$ cat src/rtl/lin_resp_pkg.sv
package lin_resp_pkg;

    typedef enum logic [3:0] {
        ST_IDLE,
        ST_SYNC,
        ST_PID,
        ST_WAIT_HOST,
        ST_RX_DATA,
        ST_RX_CKSUM,
        ST_TX_DATA,
        ST_TX_CKSUM,
        ST_HALT
    } lin_state_e;

    localparam int ERR_W       = 4;
    localparam int ERR_SYNC    = 0;
    localparam int ERR_PARITY  = 1;
    localparam int ERR_CKSUM   = 2;
    localparam int ERR_TIMEOUT = 3;

    // Byte count implied by identifier bits [5:4].
    function automatic logic [3:0] len_from_id(input logic [5:0] id);
        unique case (id[5:4])
            2'b10:   len_from_id = 4'd4;
            2'b11:   len_from_id = 4'd8;
            default: len_from_id = 4'd2;
        endcase
    endfunction

endpackage

$ cat src/rtl/lin_pid_check.sv
module lin_pid_check (
    input  logic [7:0] pid,
    output logic [5:0] id,
    output logic       ok
);
    logic p0_calc;
    logic p1_calc;

    always_comb begin
        id      = pid[5:0];
        p0_calc = pid[0] ^ pid[1] ^ pid[2] ^ pid[4];
        p1_calc = ~(pid[1] ^ pid[3] ^ pid[4] ^ pid[5]);
        ok      = (pid[6] == p0_calc) && (pid[7] == p1_calc);
    end
endmodule

$ cat src/rtl/lin_cksum_acc.sv
module lin_cksum_acc #(
    parameter int W = 8
) (
    input  logic         clk,
    input  logic         rst_n,
    input  logic         init,
    input  logic [W-1:0] init_val,
    input  logic         add,
    input  logic [W-1:0] din,
    output logic [W-1:0] sum
);
    logic [W:0]   raw;
    logic [W-1:0] wrapped;

    always_comb begin
        raw     = {1'b0, sum} + {1'b0, din};
        wrapped = raw[W-1:0] + W'(raw[W]);
    end

    always_ff @(posedge clk or negedge rst_n) begin
        if (!rst_n)    sum <= '0;
        else if (init) sum <= init_val;
        else if (add)  sum <= wrapped;
    end
endmodule

$ cat src/rtl/lin_resp_buf.sv
module lin_resp_buf #(
    parameter int DEPTH  = 8,
    parameter int W      = 8,
    localparam int AW    = $clog2(DEPTH)
) (
    input  logic          clk,
    input  logic          rst_n,
    input  logic          we,
    input  logic [AW-1:0] waddr,
    input  logic [W-1:0]  wdata,
    input  logic [AW-1:0] raddr_a,
    output logic [W-1:0]  rdata_a,
    input  logic [AW-1:0] raddr_b,
    output logic [W-1:0]  rdata_b
);
    logic [W-1:0] mem [DEPTH];

    for (genvar g = 0; g < DEPTH; g++) begin : g_slot
        always_ff @(posedge clk or negedge rst_n) begin
            if (!rst_n)                        mem[g] <= '0;
            else if (we && waddr == AW'(g))    mem[g] <= wdata;
        end
    end

    assign rdata_a = mem[raddr_a];
    assign rdata_b = mem[raddr_b];
endmodule

$ cat src/rtl/lin_resp_engine.sv
module lin_resp_engine
    import lin_resp_pkg::*;
#(
    parameter int          MAX_BYTES = 8,
    parameter logic [7:0]  SYNC_BYTE = 8'h55,
    localparam int         ADDR_W    = $clog2(MAX_BYTES),
    localparam int         CNT_W     = $clog2(MAX_BYTES + 1)
) (
    input  logic              clk,
    input  logic              rst_n,
    input  logic              cfg_master,
    input  logic              cfg_enhanced,
    input  logic              rx_valid,
    input  logic [7:0]        rx_byte,
    input  logic              rx_break,
    output logic              tx_valid,
    output logic [7:0]        tx_byte,
    input  logic              tx_ready,
    input  logic              ctl_dir,
    input  logic [3:0]        ctl_len,
    input  logic              ctl_ack,
    input  logic              ctl_stop,
    input  logic              clr_int,
    input  logic              clr_err,
    input  logic              buf_we,
    input  logic [ADDR_W-1:0] buf_addr,
    input  logic [7:0]        buf_wdata,
    output logic [7:0]        buf_rdata,
    output logic [5:0]        id_out,
    output logic              dreq,
    output logic              active,
    output logic              done,
    output logic [ERR_W-1:0]  err,
    output logic              irq
);
    lin_state_e st_q, st_d;

    logic             enh_q, mst_q;
    logic             mode_chg;
    logic [5:0]       id_q;
    logic [CNT_W-1:0] cnt_q, idx_q, len_eff;
    logic             last_byte;
    logic             done_q, irq_q;
    logic [ERR_W-1:0] err_q, err_new;

    logic             ev_brk, ev_dreq, ev_ack, ev_done;
    logic             ck_init, ck_add, eng_we, tx_fire;
    logic [7:0]       ck_sum, ck_din, ck_init_val;
    logic [7:0]       eng_rdata, host_rdata;
    logic             access_ok, host_we_ok, mem_we;
    logic [ADDR_W-1:0] mem_waddr;
    logic [7:0]       mem_wdata;
    logic [5:0]       pid_id;
    logic             pid_ok;

    // ------------------------------------------------------------ sub-blocks
    lin_pid_check u_pid (
        .pid (rx_byte),
        .id  (pid_id),
        .ok  (pid_ok)
    );

    lin_cksum_acc #(.W(8)) u_ck (
        .clk      (clk),
        .rst_n    (rst_n),
        .init     (ck_init),
        .init_val (ck_init_val),
        .add      (ck_add),
        .din      (ck_din),
        .sum      (ck_sum)
    );

    lin_resp_buf #(.DEPTH(MAX_BYTES), .W(8)) u_buf (
        .clk     (clk),
        .rst_n   (rst_n),
        .we      (mem_we),
        .waddr   (mem_waddr),
        .wdata   (mem_wdata),
        .raddr_a (buf_addr),
        .rdata_a (host_rdata),
        .raddr_b (idx_q[ADDR_W-1:0]),
        .rdata_b (eng_rdata)
    );

    // ------------------------------------------------------------ helpers
    always_comb begin
        mode_chg  = (cfg_enhanced != enh_q) || (cfg_master != mst_q);
        last_byte = (idx_q + CNT_W'(1)) == cnt_q;
        if (ctl_len == 4'hF)
            len_eff = CNT_W'(len_from_id(id_q));
        else if (int'(ctl_len) > MAX_BYTES)
            len_eff = CNT_W'(MAX_BYTES);
        else
            len_eff = CNT_W'(ctl_len);
        ck_init_val = cfg_enhanced ? rx_byte : 8'h00;
        ck_din      = (st_q == ST_TX_DATA) ? eng_rdata : rx_byte;
    end

    // ------------------------------------------------------------ next state
    always_comb begin
        st_d    = st_q;
        ev_brk  = 1'b0;
        ev_dreq = 1'b0;
        ev_ack  = 1'b0;
        ev_done = 1'b0;
        err_new = '0;
        ck_init = 1'b0;
        ck_add  = 1'b0;
        eng_we  = 1'b0;
        if (cfg_master || (mode_chg && st_q != ST_IDLE)) begin
            st_d = ST_IDLE;
        end else if (rx_break) begin
            st_d   = ST_SYNC;
            ev_brk = 1'b1;
        end else begin
            unique case (st_q)
                ST_IDLE, ST_HALT: st_d = st_q;
                ST_SYNC: if (rx_valid) begin
                    if (rx_byte == SYNC_BYTE) st_d = ST_PID;
                    else begin
                        st_d              = ST_IDLE;
                        err_new[ERR_SYNC] = 1'b1;
                    end
                end
                ST_PID: if (rx_valid) begin
                    if (pid_ok) begin
                        st_d    = ST_WAIT_HOST;
                        ev_dreq = 1'b1;
                        ck_init = 1'b1;
                    end else begin
                        st_d                = ST_IDLE;
                        err_new[ERR_PARITY] = 1'b1;
                    end
                end
                ST_WAIT_HOST: begin
                    if (ctl_ack) begin
                        ev_ack = 1'b1;
                        if (ctl_dir) st_d = (len_eff == '0) ? ST_TX_CKSUM : ST_TX_DATA;
                        else         st_d = (len_eff == '0) ? ST_RX_CKSUM : ST_RX_DATA;
                    end else if (ctl_stop) begin
                        st_d = ST_HALT;
                    end else if (rx_valid) begin
                        st_d                 = ST_IDLE;
                        err_new[ERR_TIMEOUT] = 1'b1;
                    end
                end
                ST_RX_DATA: if (rx_valid) begin
                    eng_we = 1'b1;
                    ck_add = 1'b1;
                    if (last_byte) st_d = ST_RX_CKSUM;
                end
                ST_RX_CKSUM: if (rx_valid) begin
                    st_d = ST_IDLE;
                    if (rx_byte == ~ck_sum) ev_done = 1'b1;
                    else                    err_new[ERR_CKSUM] = 1'b1;
                end
                ST_TX_DATA: if (tx_fire) begin
                    ck_add = 1'b1;
                    if (last_byte) st_d = ST_TX_CKSUM;
                end
                ST_TX_CKSUM: if (tx_fire) begin
                    st_d    = ST_IDLE;
                    ev_done = 1'b1;
                end
                default: st_d = ST_IDLE;
            endcase
        end
    end

    // ------------------------------------------------------------ state register
    always_ff @(posedge clk or negedge rst_n) begin
        if (!rst_n) st_q <= ST_IDLE;
        else        st_q <= st_d;
    end

    // ------------------------------------------------------------ datapath / flags
    always_ff @(posedge clk or negedge rst_n) begin
        if (!rst_n) begin
            enh_q  <= 1'b0;
            mst_q  <= 1'b0;
            id_q   <= '0;
            cnt_q  <= '0;
            idx_q  <= '0;
            done_q <= 1'b0;
            irq_q  <= 1'b0;
            err_q  <= '0;
        end else begin
            enh_q <= cfg_enhanced;
            mst_q <= cfg_master;
            if (ev_dreq) id_q <= pid_id;
            if (ev_ack) begin
                cnt_q <= len_eff;
                idx_q <= '0;
            end else if (ck_add) begin
                idx_q <= idx_q + CNT_W'(1);
            end
            if (ev_done)                done_q <= 1'b1;
            else if (clr_int || ev_brk) done_q <= 1'b0;
            if (ev_dreq || ev_done || (err_new != '0)) irq_q <= 1'b1;
            else if (clr_int)                          irq_q <= 1'b0;
            err_q <= (clr_err ? '0 : err_q) | err_new;
        end
    end

    // ------------------------------------------------------------ outputs
    always_comb begin
        active     = !(st_q inside {ST_IDLE, ST_HALT});
        dreq       = (st_q == ST_WAIT_HOST);
        tx_valid   = (st_q == ST_TX_DATA) || (st_q == ST_TX_CKSUM);
        tx_byte    = (st_q == ST_TX_CKSUM) ? ~ck_sum : eng_rdata;
        tx_fire    = tx_valid && tx_ready;
        access_ok  = dreq || !active;
        host_we_ok = buf_we && access_ok;
        mem_we     = eng_we || host_we_ok;
        mem_waddr  = eng_we ? idx_q[ADDR_W-1:0] : buf_addr;
        mem_wdata  = eng_we ? rx_byte : buf_wdata;
        buf_rdata  = access_ok ? host_rdata : 8'h00;
        id_out     = access_ok ? id_q : 6'h00;
        done       = done_q;
        irq        = irq_q;
        err        = err_q;
    end
endmodule

$ cat config.mk
export PLATFORM = sky130hd
export DESIGN_NAME = lin_resp_engine
export DESIGN_NICKNAME = d
export VERILOG_FILES = /design/src/rtl/lin_resp_pkg.sv /design/src/rtl/lin_pid_check.sv /design/src/rtl/lin_cksum_acc.sv /design/src/rtl/lin_resp_buf.sv /design/src/rtl/lin_resp_engine.sv
export SDC_FILE = /design/constraint.sdc
export NUM_CORES = 1
export LEC_CHECK = 0
export ABC_CLOCK_PERIOD_IN_PS = 4810
export BUFFER_PORTS_ARGS = -buffer_cell sky130_fd_sc_hd__buf_4
export CAP_MARGIN = 20
export CORE_MARGIN = 2
export CORE_UTILIZATION = 56
export CTS_BUF_LIST = sky130_fd_sc_hd__clkbuf_8
export CTS_CLUSTER_DIAMETER = 80
export DETAILED_ROUTE_END_ITERATION = 10
export PLACE_DENSITY_LB_ADDON = 0.1
export SLEW_MARGIN = 20
export SYNTH_ARGS = -nofsm -noshare
export SYNTH_HDL_FRONTEND = slang
export SYNTH_HIERARCHICAL = 1
export SYNTH_SLANG_ARGS = --single-unit
export TNS_END_PERCENT = 5
$ cat constraint.sdc
create_clock -name clk -period 4.81 [get_ports clk]
set_clock_uncertainty 0.05 [all_clocks]
set_input_delay 0.7215 -clock clk [delete_from_list [all_inputs] [get_ports clk]]
set_output_delay 0.7215 -clock clk [all_outputs]
set_load 0.01 [all_outputs]
# [Word level (Yosys, flattened, before mapping)]
# Index checks and enable logic that the tools add are counted.
[word_totals] ff_bits=98 in_bits=36 out_inout_bits=31 wordCells=182
[classes] addsub=3 order_cmp=3 n_eq_ne=33 mux=81 n_bitwise=11 reduce_logical=33
[op_table] op="$mux 8" n=11
[op_table] op="$mux 4" n=19
[op_table] op="$bmux 8 s3" n=2
[op_table] op="$mux 1" n=40
[op_table] op="$pmux 4 s8" n=1
[op_table] op="$ne 4x4->1 const B" n=7
[op_table] op="$eq 4x3->1 const B" n=4
[op_table] op="$eq 3x3->1 const B" n=4
[op_table] op="$logic_and 1x1->1" n=12
[op_table] op="$reduce_bool 2->1" n=5
[op_table] op="$add 8x8->9" n=1
[op_table] op="$add 8x1->8" n=1
[op_table] op="$eq 4x2->1 const B" n=2
[op_table] op="$eq 4x4->1 const B" n=2
[op_table] op="$eq 8x7->1 const B" n=1
[op_table] op="$eq 8x8->1" n=1
[op_table] op="$ge 4x4->1 const B" n=2
[op_table] op="$logic_not 4->1" n=2
[op_table] op="$logic_or 1x1->1" n=8
[op_table] op="$not 3->4" n=2
[op_table] op="$not 8->8" n=1
[op_table] op="$pmux 4 s2" n=1
[op_table] op="$reduce_and 8->1" n=1
[op_table] op="$reduce_bool 4->1" n=2
[op_table] op="other kinds (20)" n=32

# [Depth between registers and ports, before layout]
# Gate-level depths: netlist (run 1).
[depth] depth_word=14 depth_mapped=17

# [Modules after synthesis]
# Netlist (run 1), hierarchy kept.
[modules_own_cells] mod="lin_resp_buf" instances=1 cells_per_inst=201 area_each_um2=3539.6
[modules_own_cells] mod="lin_resp_engine" instances=1 cells_per_inst=252 area_each_um2=2139.6
[modules_own_cells] mod="lin_cksum_acc" instances=1 cells_per_inst=101 area_each_um2=882.1
[modules_own_cells] mod="lin_pid_check" instances=1 cells_per_inst=12 area_each_um2=120.1

# [Worst setup path after synthesis (run 1)]
# No wires, ideal clock.
[synth_timing] path_type="register -> register" start="register idx_q[0]" end="register u_ck.sum[6]" setup_ps=122 arrival_time_ps=4284 setup_slack_ps=355 stages_incl_launch_ff=18 path_buffers=2 path_cell_list="dfrtp_1 > buf_6 > buf_12 > mux4_1 > mux2_2 > mux2_2 > ha_1 > fa_1 > a211oi_2 > o21ai_0 > a21oi_1 > o21bai_1 > ha_1 > nand2_1 > nor4b_2 > and3_1 > or3b_1 > a32o_1"
[synth_via] elab_chain_cells=9
[synth_rtl] element="start: declaration" line_no="lin_resp_engine.sv:41" text="logic [CNT_W-1:0] cnt_q, idx_q, len_eff;"
[synth_rtl] element="start signal: assignment" line_no="lin_resp_engine.sv:195" text="idx_q <= idx_q + CNT_W'(1);"
[synth_rtl] element="$not 3->4 (implied by the code)" line_no="lin_resp_buf.sv:26" text="assign rdata_b = mem[raddr_b];"
[synth_rtl] element="$bmux 8 s3" line_no="lin_resp_buf.sv:26"
[synth_rtl] element="$mux 8 (implied by the code) (2 in series)" line_no="lin_resp_buf.sv:26"
[synth_rtl] element="net eng_rdata[0]" line_no="lin_resp_engine.sv:49" text="logic [7:0] eng_rdata, host_rdata;"
[synth_rtl] element="$mux 8" line_no="lin_resp_engine.sv:96" text="ck_din = (st_q == ST_TX_DATA) ? eng_rdata : rx_byte;"
[synth_rtl] element="net ck_din[0]" line_no="lin_resp_engine.sv:48" text="logic [7:0] ck_sum, ck_din, ck_init_val;"
[synth_rtl] element="$add 8x8->9" line_no="lin_cksum_acc.sv:16" text="raw = {1'b0, sum} + {1'b0, din};"
[synth_rtl] element="$add 8x1->8" line_no="lin_cksum_acc.sv:17" text="wrapped = raw[W-1:0] + W'(raw[W]);"
[synth_rtl] element="$mux 8" line_no="lin_cksum_acc.sv:23" text="else if (add) sum <= wrapped;"
[synth_rtl] element="$mux 8" line_no="lin_cksum_acc.sv:22" text="else if (init) sum <= init_val;"
[synth_rtl] element="end signal: assignment" line_no="lin_cksum_acc.sv:22"
[synth_rtl] element="end signal: assignment" line_no="lin_cksum_acc.sv:23"
[synth_rtl] element="end: declaration" line_no="lin_cksum_acc.sv:10" text="output logic [W-1:0] sum"
# The timed path passes the listed nets, and every way through them passes these cells. The select of a mux whose other input is x is not followed.
# A chain may end at the register's enable or synchronous reset.

# [Final worst setup path (run 1)]
# Same ends and word-level chain as after synthesis.

==> results of run 1 <==
[cells by family (layout without fill, tap and decap cells)]
family                     count (synthesis)  count (layout)  share of synthesized area, %
DFF                                       98              98                         36.70
AOI/OAI and AO/OA                         86              86                         8.483
and+or+nand+nor                          149             149                         12.83
muxes                                    144             144                         31.18
adders and majority gates                 12              12                         2.360
xor gates and xnor gates                  26              26                         4.251
buffers and inverters                     51             112                         4.195
[what timing repair did]
item,in CTS,in global routing
resized for setup,0,1
buffers inserted,0,0
endpoints found under the setup margin,0,1
[worst paths after layout]
check,start,endpoint
setup / recovery,idx_q[0],u_ck/sum[6]
hold / removal,rst_n,st_q[0]
hold reg to reg,err[3],err[3]
setup reg to reg,idx_q[0],u_ck/sum[6]
max in group asynchronous,rst_n,idx_q[0]
min in group clk,cfg_master,mst_q
[worst register-to-register path, stage by stage, from the launching register on]
cell	delay (ns)
sky130_fd_sc_hd__dfrtp_2	0.45
sky130_fd_sc_hd__buf_4	0.19
sky130_fd_sc_hd__mux4_1	0.58
sky130_fd_sc_hd__mux2_2	0.32
sky130_fd_sc_hd__mux2_2	0.31
sky130_fd_sc_hd__fa_1	0.45
sky130_fd_sc_hd__a211oi_2	0.36
sky130_fd_sc_hd__o21ai_0	0.23
sky130_fd_sc_hd__a21oi_1	0.18
sky130_fd_sc_hd__o21bai_1	0.10
sky130_fd_sc_hd__ha_1	0.23
sky130_fd_sc_hd__nand2_1	0.12
sky130_fd_sc_hd__nor4b_2	0.07
sky130_fd_sc_hd__and3_1	0.21
sky130_fd_sc_hd__or3b_1	0.35
sky130_fd_sc_hd__a32o_1	0.22
[registers in the layout, indices dropped and copies added (netlist names)]
signal and flops:
cnt_q 4, done 1, enh_q 1, err 4
id_q 6, idx_q 4, irq 1, mst_q 1
st_q 4, u_buf/mem 64, u_ck/sum 8
[where the power goes]
group | total [mW] | leakage, nW | internal, mW | switching [mW]
registers | 1.06 | 1.24 | 0.963 | 0.0991
clock network | 0.509 | 0.0875 | 0.192 | 0.317
logic | 0.594 | 1.94 | 0.353 | 0.242
[stage by stage]
stage                     area [µm²]  util, %  worst slack (ns)  hold WS (ns)
final                           7446    64.66            0.2902        0.2815
after global routing            7446    64.66           0.02867        0.3143
after CTS                       7445    64.65            0.2829        0.2940
after detailed placement        7267    63.10            0.3114        0.4296
after global placement          7267    63.10            0.3487        0.4265
after floorplan                 6681        -            0.3548        0.3759
[cell usage after synthesis, drive strengths merged (7+ instances only)]
master / instances
nor3: 9
nand2: 37
nand3: 7
nand2b: 8
o21ai: 33
inv: 13
mux4: 32
xor2: 16
dfrtp: 98
nor2b: 18
a21oi: 11
nor2: 21
clkbuf: 14
ha: 11
and2: 10
buf: 24
mux2: 106
[metal layers]
metal / track usage [%] / wire length [µm] / vias up
li1: - / - / 2250
met1: 38.34 / 7452 / 2537
met2: 46.51 / 8449 / 152
met3: 3.053 / 750 / 27
met4: 10.65 / 344 / 0
met5: 0 / 0 / -
[cell type report]
| cell class | instances | area share, % |
|---|---|---|
| multi-input combinational | 417 | 53.23 |
| sequential | 98 | 32.95 |
| timing repair buffer | 83 | 8.368 |
| tap | 143 | 2.403 |
| clock buffer | 9 | 1.664 |
| clock inverter | 7 | 0.7226 |
| inverter | 13 | 0.6554 |
[cell usage in the layout (no fill, tap or decap), drive strengths merged, types with 4 or more instances in the layout]
master  instances
o21a            4
and2           10
inv            15
or2             4
nand4b          5
nor3            9
nor4bb          5
nand4           6
o21ai          33
mux4           32
nor2           21
nor4            5
xor2           16
nand2b          8
dfrtp          98
nand2          37
xnor2           6
a21oi          11
mux2          106
a211oi          4
clkbuf          9
nand3           7
ha             11
nor2b          18
o22ai           4
buf            83
mux2i           6
==> out/results.txt, run 1 <==
Total Neg Setup Slack = 0 ns
Syn. warnings = 6
Cell with the biggest individual delay on the critical path = sky130_fd_sc_hd__mux4_1
GRT Resource Usage Total = 28.03%
Overall die area = 12820 µm²
Horiz. Die Dim = 113.2 µm
CP Cell Sequence = buf_4, mux4_1, mux2_2, mux2_2, fa_1, a211oi_2, o21ai_0, a21oi_1, o21bai_1, ha_1, nand2_1, nor4b_2, and3_1, or3b_1, a32o_1
Number of buffers added on ports = 66
Layout overhead on the synthesized area = 11.44%
Highest ir drop seen on vdd = 0.0002280 V
Share of the clock period used by the worst path after layout = 93.97%
Filler-free cell count of the finished design = 770
Number of DRC markers in iteration 0 = 377
Starting density of the core = 58.02%
Violated checks = DRC
Syn nets = 614
CP bufs+invs = 1
Setup slack of the worst register-to-register path = 0.29 ns
Leakage power of the design = 3.266 nW
Vias in the first global route = 5073
Footprint of the flip-flops and latches = 2454 µm²
Antenna violations before repair = 0
First-pass GRT wire length = 27570 µm
Synthesized area per cell = 11.80 µm²
Top flip-flop cell by instance count after synthesis = sky130_fd_sc_hd__dfrtp_1
Gpl congestion = 0.9322
Synth unique cells = 68
Type of element capturing the critical path = flop
Total Routed Length = 17000 µm
Final-layout fill cell count = 896
First-pass DRT Iterations = 8
Vias after detailed routing = 4966
Maximum number of pins on one net before global-route repair = 55
Final setup fails = 0
Count of flip-flops with a built-in enable after synthesis = 0
Worst Max-Slew Pin Slew = 0.8167 ns
Number of cells on the critical path = 15
Post-synthesis cell type with the largest combined area = sky130_fd_sc_hd__dfrtp_1
Data arrival at the endpoint of the critical path = 4.76 ns
Mean routed wirelength per cell = 22.07 µm
Fraction of registers with async set or reset after synthesis = 100.0%
Longest Clk Path Bufs = 2
CTS tree = yes
Maxcap violations = 0
DRC violation count after routing = 9
Total global routing overflow = 0
Number of CTS-inserted buffers = 9
Type of the worst setup path = reg -> reg
Worst reg2reg path depth = 15
Worst hold path class = in -> async
Number of top-level pins = 67
Power Total = 2.166 mW
Die height = 113.2 µm
Post-synth top area share = 36.70%
CP delay by family, top = multiplexers
Highest clock rate = 0.2213 GHz
CP dominant cell by count = sky130_fd_sc_hd__mux2_2
Skew-Pair Late Insertion Delay = 0.39 ns
Biggest fanout along the worst timing path = 7
Sink Count = 98
Fraction of final layout cells sized beyond drive strength 1 = 35.41%
Number of nets still failing antenna checks after routing = 0
Sequential fraction of the synthesis area = 36.70%
Root cell of the clock tree = sky130_fd_sc_hd__clkbuf_8
Number of buffers inserted for hold repair after clock tree synthesis = 0
Area used by multi-input combinational logic = 3964 µm²
Slowest stage delay, CP = 0.58 ns
Inst Count DP = 754
Final Max Slew Viols = 0
Remaining max-slew budget at the tightest pin = 44.98%
Startpoint type of the worst setup path = flop
Post-synthesis instance area = 6681 µm²
Post-synthesis register bit count = 98
Unrepaired setup endpoints after global routing = false
Biggest area contributors in the synthesized netlist = sky130_fd_sc_hd__dfrtp_1 37%, sky130_fd_sc_hd__mux2_2 18%, sky130_fd_sc_hd__mux4_1 11%
Via density per instance = 6.449
Data required time at the worst endpoint = 5.05 ns
Hold violation total from the final report = 0
Outcome = complete, but fails checks
Post-detail-place hpwl = 12140 µm
Synth Instances = 566
Power density over the cells = 290.8 nW/µm²
Clock-pin slew on the worst setup and hold paths = 0.10 ns
H-tree depth = 3
Site Rows = 39
Total core area = 11520 µm²
Ant diodes = 0
Final net count = 670
Period minus WS final = 4.520 ns
Note: power is estimated with default switching activity, not from simulation.
==> run 2: changes to the inputs <==
--- a/config.mk
+++ b/config.mk
@@ -5,6 +5,7 @@
 export SDC_FILE = /design/constraint.sdc
 export NUM_CORES = 1
 export LEC_CHECK = 0
+export ABC_AREA = 1
 export ABC_CLOCK_PERIOD_IN_PS = 4810
 export BUFFER_PORTS_ARGS = -buffer_cell sky130_fd_sc_hd__buf_4
 export CAP_MARGIN = 20
==> run 2 against run 1 <==
The run now ends clean; sequential power decreased by 4%; worst hold slack improved by 0.083 ns; core utilization decreased by 2.6 points; non-clock buffer count decreased by 13; register-to-register slack improved by 0.77 ns; clock power increased by 6.9%; final cell count increased by 74%; global-route usage increased by 2.2 points.
==> out/results.txt, run 2 <==
Most frequent cells in the layout = 458 x sky130_fd_sc_hd__nand2_1, 160 x sky130_fd_sc_hd__inv_1, 115 x sky130_fd_sc_hd__nand3_1 (was 106 x sky130_fd_sc_hd__mux2_2, 97 x sky130_fd_sc_hd__dfrtp_1, 83 x sky130_fd_sc_hd__buf_4)
Number of buffers inserted for hold repair after clock tree synthesis = 0 (unchanged)
Total Neg Setup Slack = 0 ns (unchanged)
Final design area excluding fillers = 7770 µm² (was 7446 µm²)
Type of the worst setup path = reg -> reg (unchanged)
First-pass DRT Iterations = 6 (was 8)
Synthesized area per cell = 6.323 µm² (was 11.80 µm²)
Worst Max-Slew Pin Slew = 1.068 ns (was 0.8167 ns)
Clock-pin slew on the worst setup and hold paths = 0.10 ns (about the same)
H-tree depth = 3 (unchanged)
Synth Instances = 1122 (was 566)
Synth unique cells = 40 (was 68)
Number of top-level pins = 67 (unchanged)
Mean routed wirelength per cell = 14.90 µm (was 22.07 µm)
Leading cell type in the layout, fill and taps excluded = sky130_fd_sc_hd__nand2_1 (was sky130_fd_sc_hd__mux2_2)
Period minus WS final = 3.753 ns (was 4.520 ns)
Post-cts resize count = 0 (unchanged)
Most numerous cell in the Yosys netlist = sky130_fd_sc_hd__nand2_1 (was sky130_fd_sc_hd__mux2_2)
Final net count = 1208 (was 670)
Largest register FFs = 64 (unchanged)
Cell with the biggest individual delay on the critical path = sky130_fd_sc_hd__inv_1 (was sky130_fd_sc_hd__mux4_1)
Maximum number of pins on one net before global-route repair = 62 (was 55)
Filler-free cell count of the finished design = 1337 (was 770)
Fraction of registers with async set or reset after synthesis = 100.0% (unchanged)
Vias in the first global route = 6184 (was 5073)
Outcome = finished clean (was complete, but fails checks)
Number of CTS-inserted buffers = 9 (unchanged)
CTS tree = yes (unchanged)
Inst Count DP = 1321 (was 754)
Final setup fails = 0 (unchanged)
Highest ir drop seen on vdd = 0.0002177 V (was 0.0002280 V)
Syn nets = 1170 (was 614)
Overall die area = 13590 µm² (was 12820 µm²)
Startpoint type of the worst setup path = flop (unchanged)
Total global routing overflow = 0 (unchanged)
Worst hold path class = in -> async (unchanged)
Syn. warnings = 6 (unchanged)
Data required time at the worst endpoint = 5.03 ns (was 5.05 ns)
Sink Count = 98 (unchanged)
Power Total = 2.218 mW (was 2.166 mW)
CP Cell Sequence = inv_1, buf_4, nand2_1, nand3_1, nand2_1, nand2_1, nand2_1, nand2_1, o21ai_0, ha_1, nand2_1, nor2_1, nand2_1, nand3_1, a21oi_1, o21bai_1, ha_1, nand2_1, or2_4, nor2_4, nand2_1, nand3_1, nand3_1 (was buf_4, mux4_1, mux2_2, mux2_2, fa_1, a211oi_2, o21ai_0, a21oi_1, o21bai_1, ha_1, nand2_1, nor4b_2, and3_1, or3b_1, a32o_1)
Worst reg2reg startpoint = idx_q[0] (unchanged)
Site Rows = 41 (was 39)
Total core area = 12520 µm² (was 11520 µm²)
Biggest fanout along the worst timing path = 25 (was 7)
Vias after detailed routing = 7021 (was 4966)
Final-layout worst hold slack = 0.3647 ns (was 0.2815 ns)
Highest clock rate = 0.2664 GHz (was 0.2213 GHz)
Hold violation total from the final report = 0 (unchanged)
Biggest register = u_buf/mem (unchanged)
Top flip-flop cell by instance count after synthesis = sky130_fd_sc_hd__dfrtp_1 (unchanged)
Power density over the cells = 285.5 nW/µm² (was 290.8 nW/µm²)
Post-synthesis register bit count = 98 (unchanged)
Horiz. Die Dim = 116.6 µm (was 113.2 µm)
Data arrival at the endpoint of the critical path = 3.97 ns (was 4.76 ns)
Final standard cell utilization of the core = 62.08% (was 64.66%)
Layout overhead on the synthesized area = 9.524% (was 11.44%)
Post-synth top area share = 34.57% (was 36.70%)
Maxcap violations = 0 (unchanged)
Starting density of the core = 56.68% (was 58.02%)
Sequential fraction of the synthesis area = 34.57% (was 36.70%)
Post-synthesis cell type with the largest combined area = sky130_fd_sc_hd__dfrtp_1 (unchanged)
Post-synthesis instance area = 7094 µm² (was 6681 µm²)
Remaining max-slew budget at the tightest pin = 28.71% (was 44.98%)
Final WS setup = 1.057 ns (was 0.2902 ns)
Most instantiated cells after synthesis = 458 x sky130_fd_sc_hd__nand2_1, 158 x sky130_fd_sc_hd__inv_1, 115 x sky130_fd_sc_hd__nand3_1 (was 106 x sky130_fd_sc_hd__mux2_2, 98 x sky130_fd_sc_hd__dfrtp_1, 37 x sky130_fd_sc_hd__nand2_1)
Number of nets still failing antenna checks after routing = 0 (unchanged)
DRC violation count after routing = 0 (was 9)
Pre-CTS WS = 1.194 ns (was 0.3114 ns)
CP dominant cell by count = sky130_fd_sc_hd__nand2_1 (was sky130_fd_sc_hd__mux2_2)
Gpl congestion = 0.9585 (was 0.9322)
First-pass GRT wire length = 31730 µm (was 27570 µm)
Post-Place Cell Area = 7575 µm² (was 7267 µm²)
Biggest area contributors in the synthesized netlist = sky130_fd_sc_hd__dfrtp_1 35%, sky130_fd_sc_hd__nand2_1 24%, sky130_fd_sc_hd__inv_1 8.4% (was sky130_fd_sc_hd__dfrtp_1 37%, sky130_fd_sc_hd__mux2_2 18%, sky130_fd_sc_hd__mux4_1 11%)
Top Registers = u_buf/mem x64, u_ck/sum x8, id_q x6 (unchanged)
Post-detail-place hpwl = 14410 µm (was 12140 µm)
Longest Clk Path Bufs = 2 (unchanged)
Slowest stage delay, CP = 0.61 ns (was 0.58 ns)
Leakage power of the design = 4.424 nW (was 3.266 nW)
Share of the clock period used by the worst path after layout = 78.03% (was 93.97%)
Root cell of the clock tree = sky130_fd_sc_hd__clkbuf_8 (unchanged)
Number of DRC markers in iteration 0 = 707 (was 377)
Unrepaired setup endpoints after global routing = false (unchanged)
Antenna violations before repair = 0 (unchanged)
Die height = 116.6 µm (was 113.2 µm)
Post CTS Setup Buffer Count = 0 (unchanged)
Type of element capturing the critical path = flop (unchanged)
Total Routed Length = 19920 µm (was 17000 µm)
Fraction of final layout cells sized beyond drive strength 1 = 11.42% (was 35.41%)
Count of flip-flops with a built-in enable after synthesis = 0 (unchanged)
Ant diodes = 0 (unchanged)
GRT Resource Usage Total = 30.25% (was 28.03%)
Skew-Pair Late Insertion Delay = 0.38 ns (was 0.39 ns)
Via density per instance = 5.251 (was 6.449)
Worst Setup SP = idx_q[0] (unchanged)
Final Max Slew Viols = 0 (unchanged)
Number of buffers added on ports = 66 (unchanged)
[run 2: final cells by class]
class | count | area (µm²)
tap | 172 | 215.2
clock buffer | 9 | 123.9
timing repair buffer | 70 | 525.5
fill | 1254 | 4747
inverter | 169 | 635.6
clock inverter | 7 | 71.32
multi-input combinational | 812 | 3746
sequential | 98 | 2452
[run 2: kinds of logic after synthesis]
family          share of synthesized area (%)
buf+inv                                 12.63
xor+xnor                                1.481
fa+ha+maj                               2.222
simple gates                            39.88
compound gates                          9.224
flops                                   34.57
[run 2: worst paths after layout]
| path | end | slack, ns | depth (start not counted) |
|---|---|---|---|
| hold / removal | u_buf/mem[47] | 0.36 | 1 |
| hold reg to reg | u_buf/mem[41] | 0.44 | 2 |
| min in group clk | mst_q | 0.41 | 1 |
| setup / recovery | u_ck/sum[5] | 1.06 | 23 |
| setup reg to reg | u_ck/sum[5] | 1.06 | 23 |
| max in group asynchronous | u_buf/mem[16] | 3.36 | 2 |
[run 2: power by group]
part           total (mW)  switching, mW  internal, mW
clock network       0.544          0.303         0.241
registers            1.02         0.0698         0.950
logic               0.655          0.415         0.239
[run 2: layer usage]
layer	vias to the layer above	global-route usage (%)	part of all wire [%]
li1	3520	-	-
met1	3236	44.58	47
met2	233	46.16	45
met3	32	5.034	6.7
met4	0	8.392	1.9
met5	-	0	0
[run 2: critical path, delay by kind of cell, from the launching register on]
family	cells	cell delay, ns
fa+ha+maj	2	0.54
flops	1	0.39
buf+inv	2	0.89
simple gates	16	1.45
compound gates	3	0.33
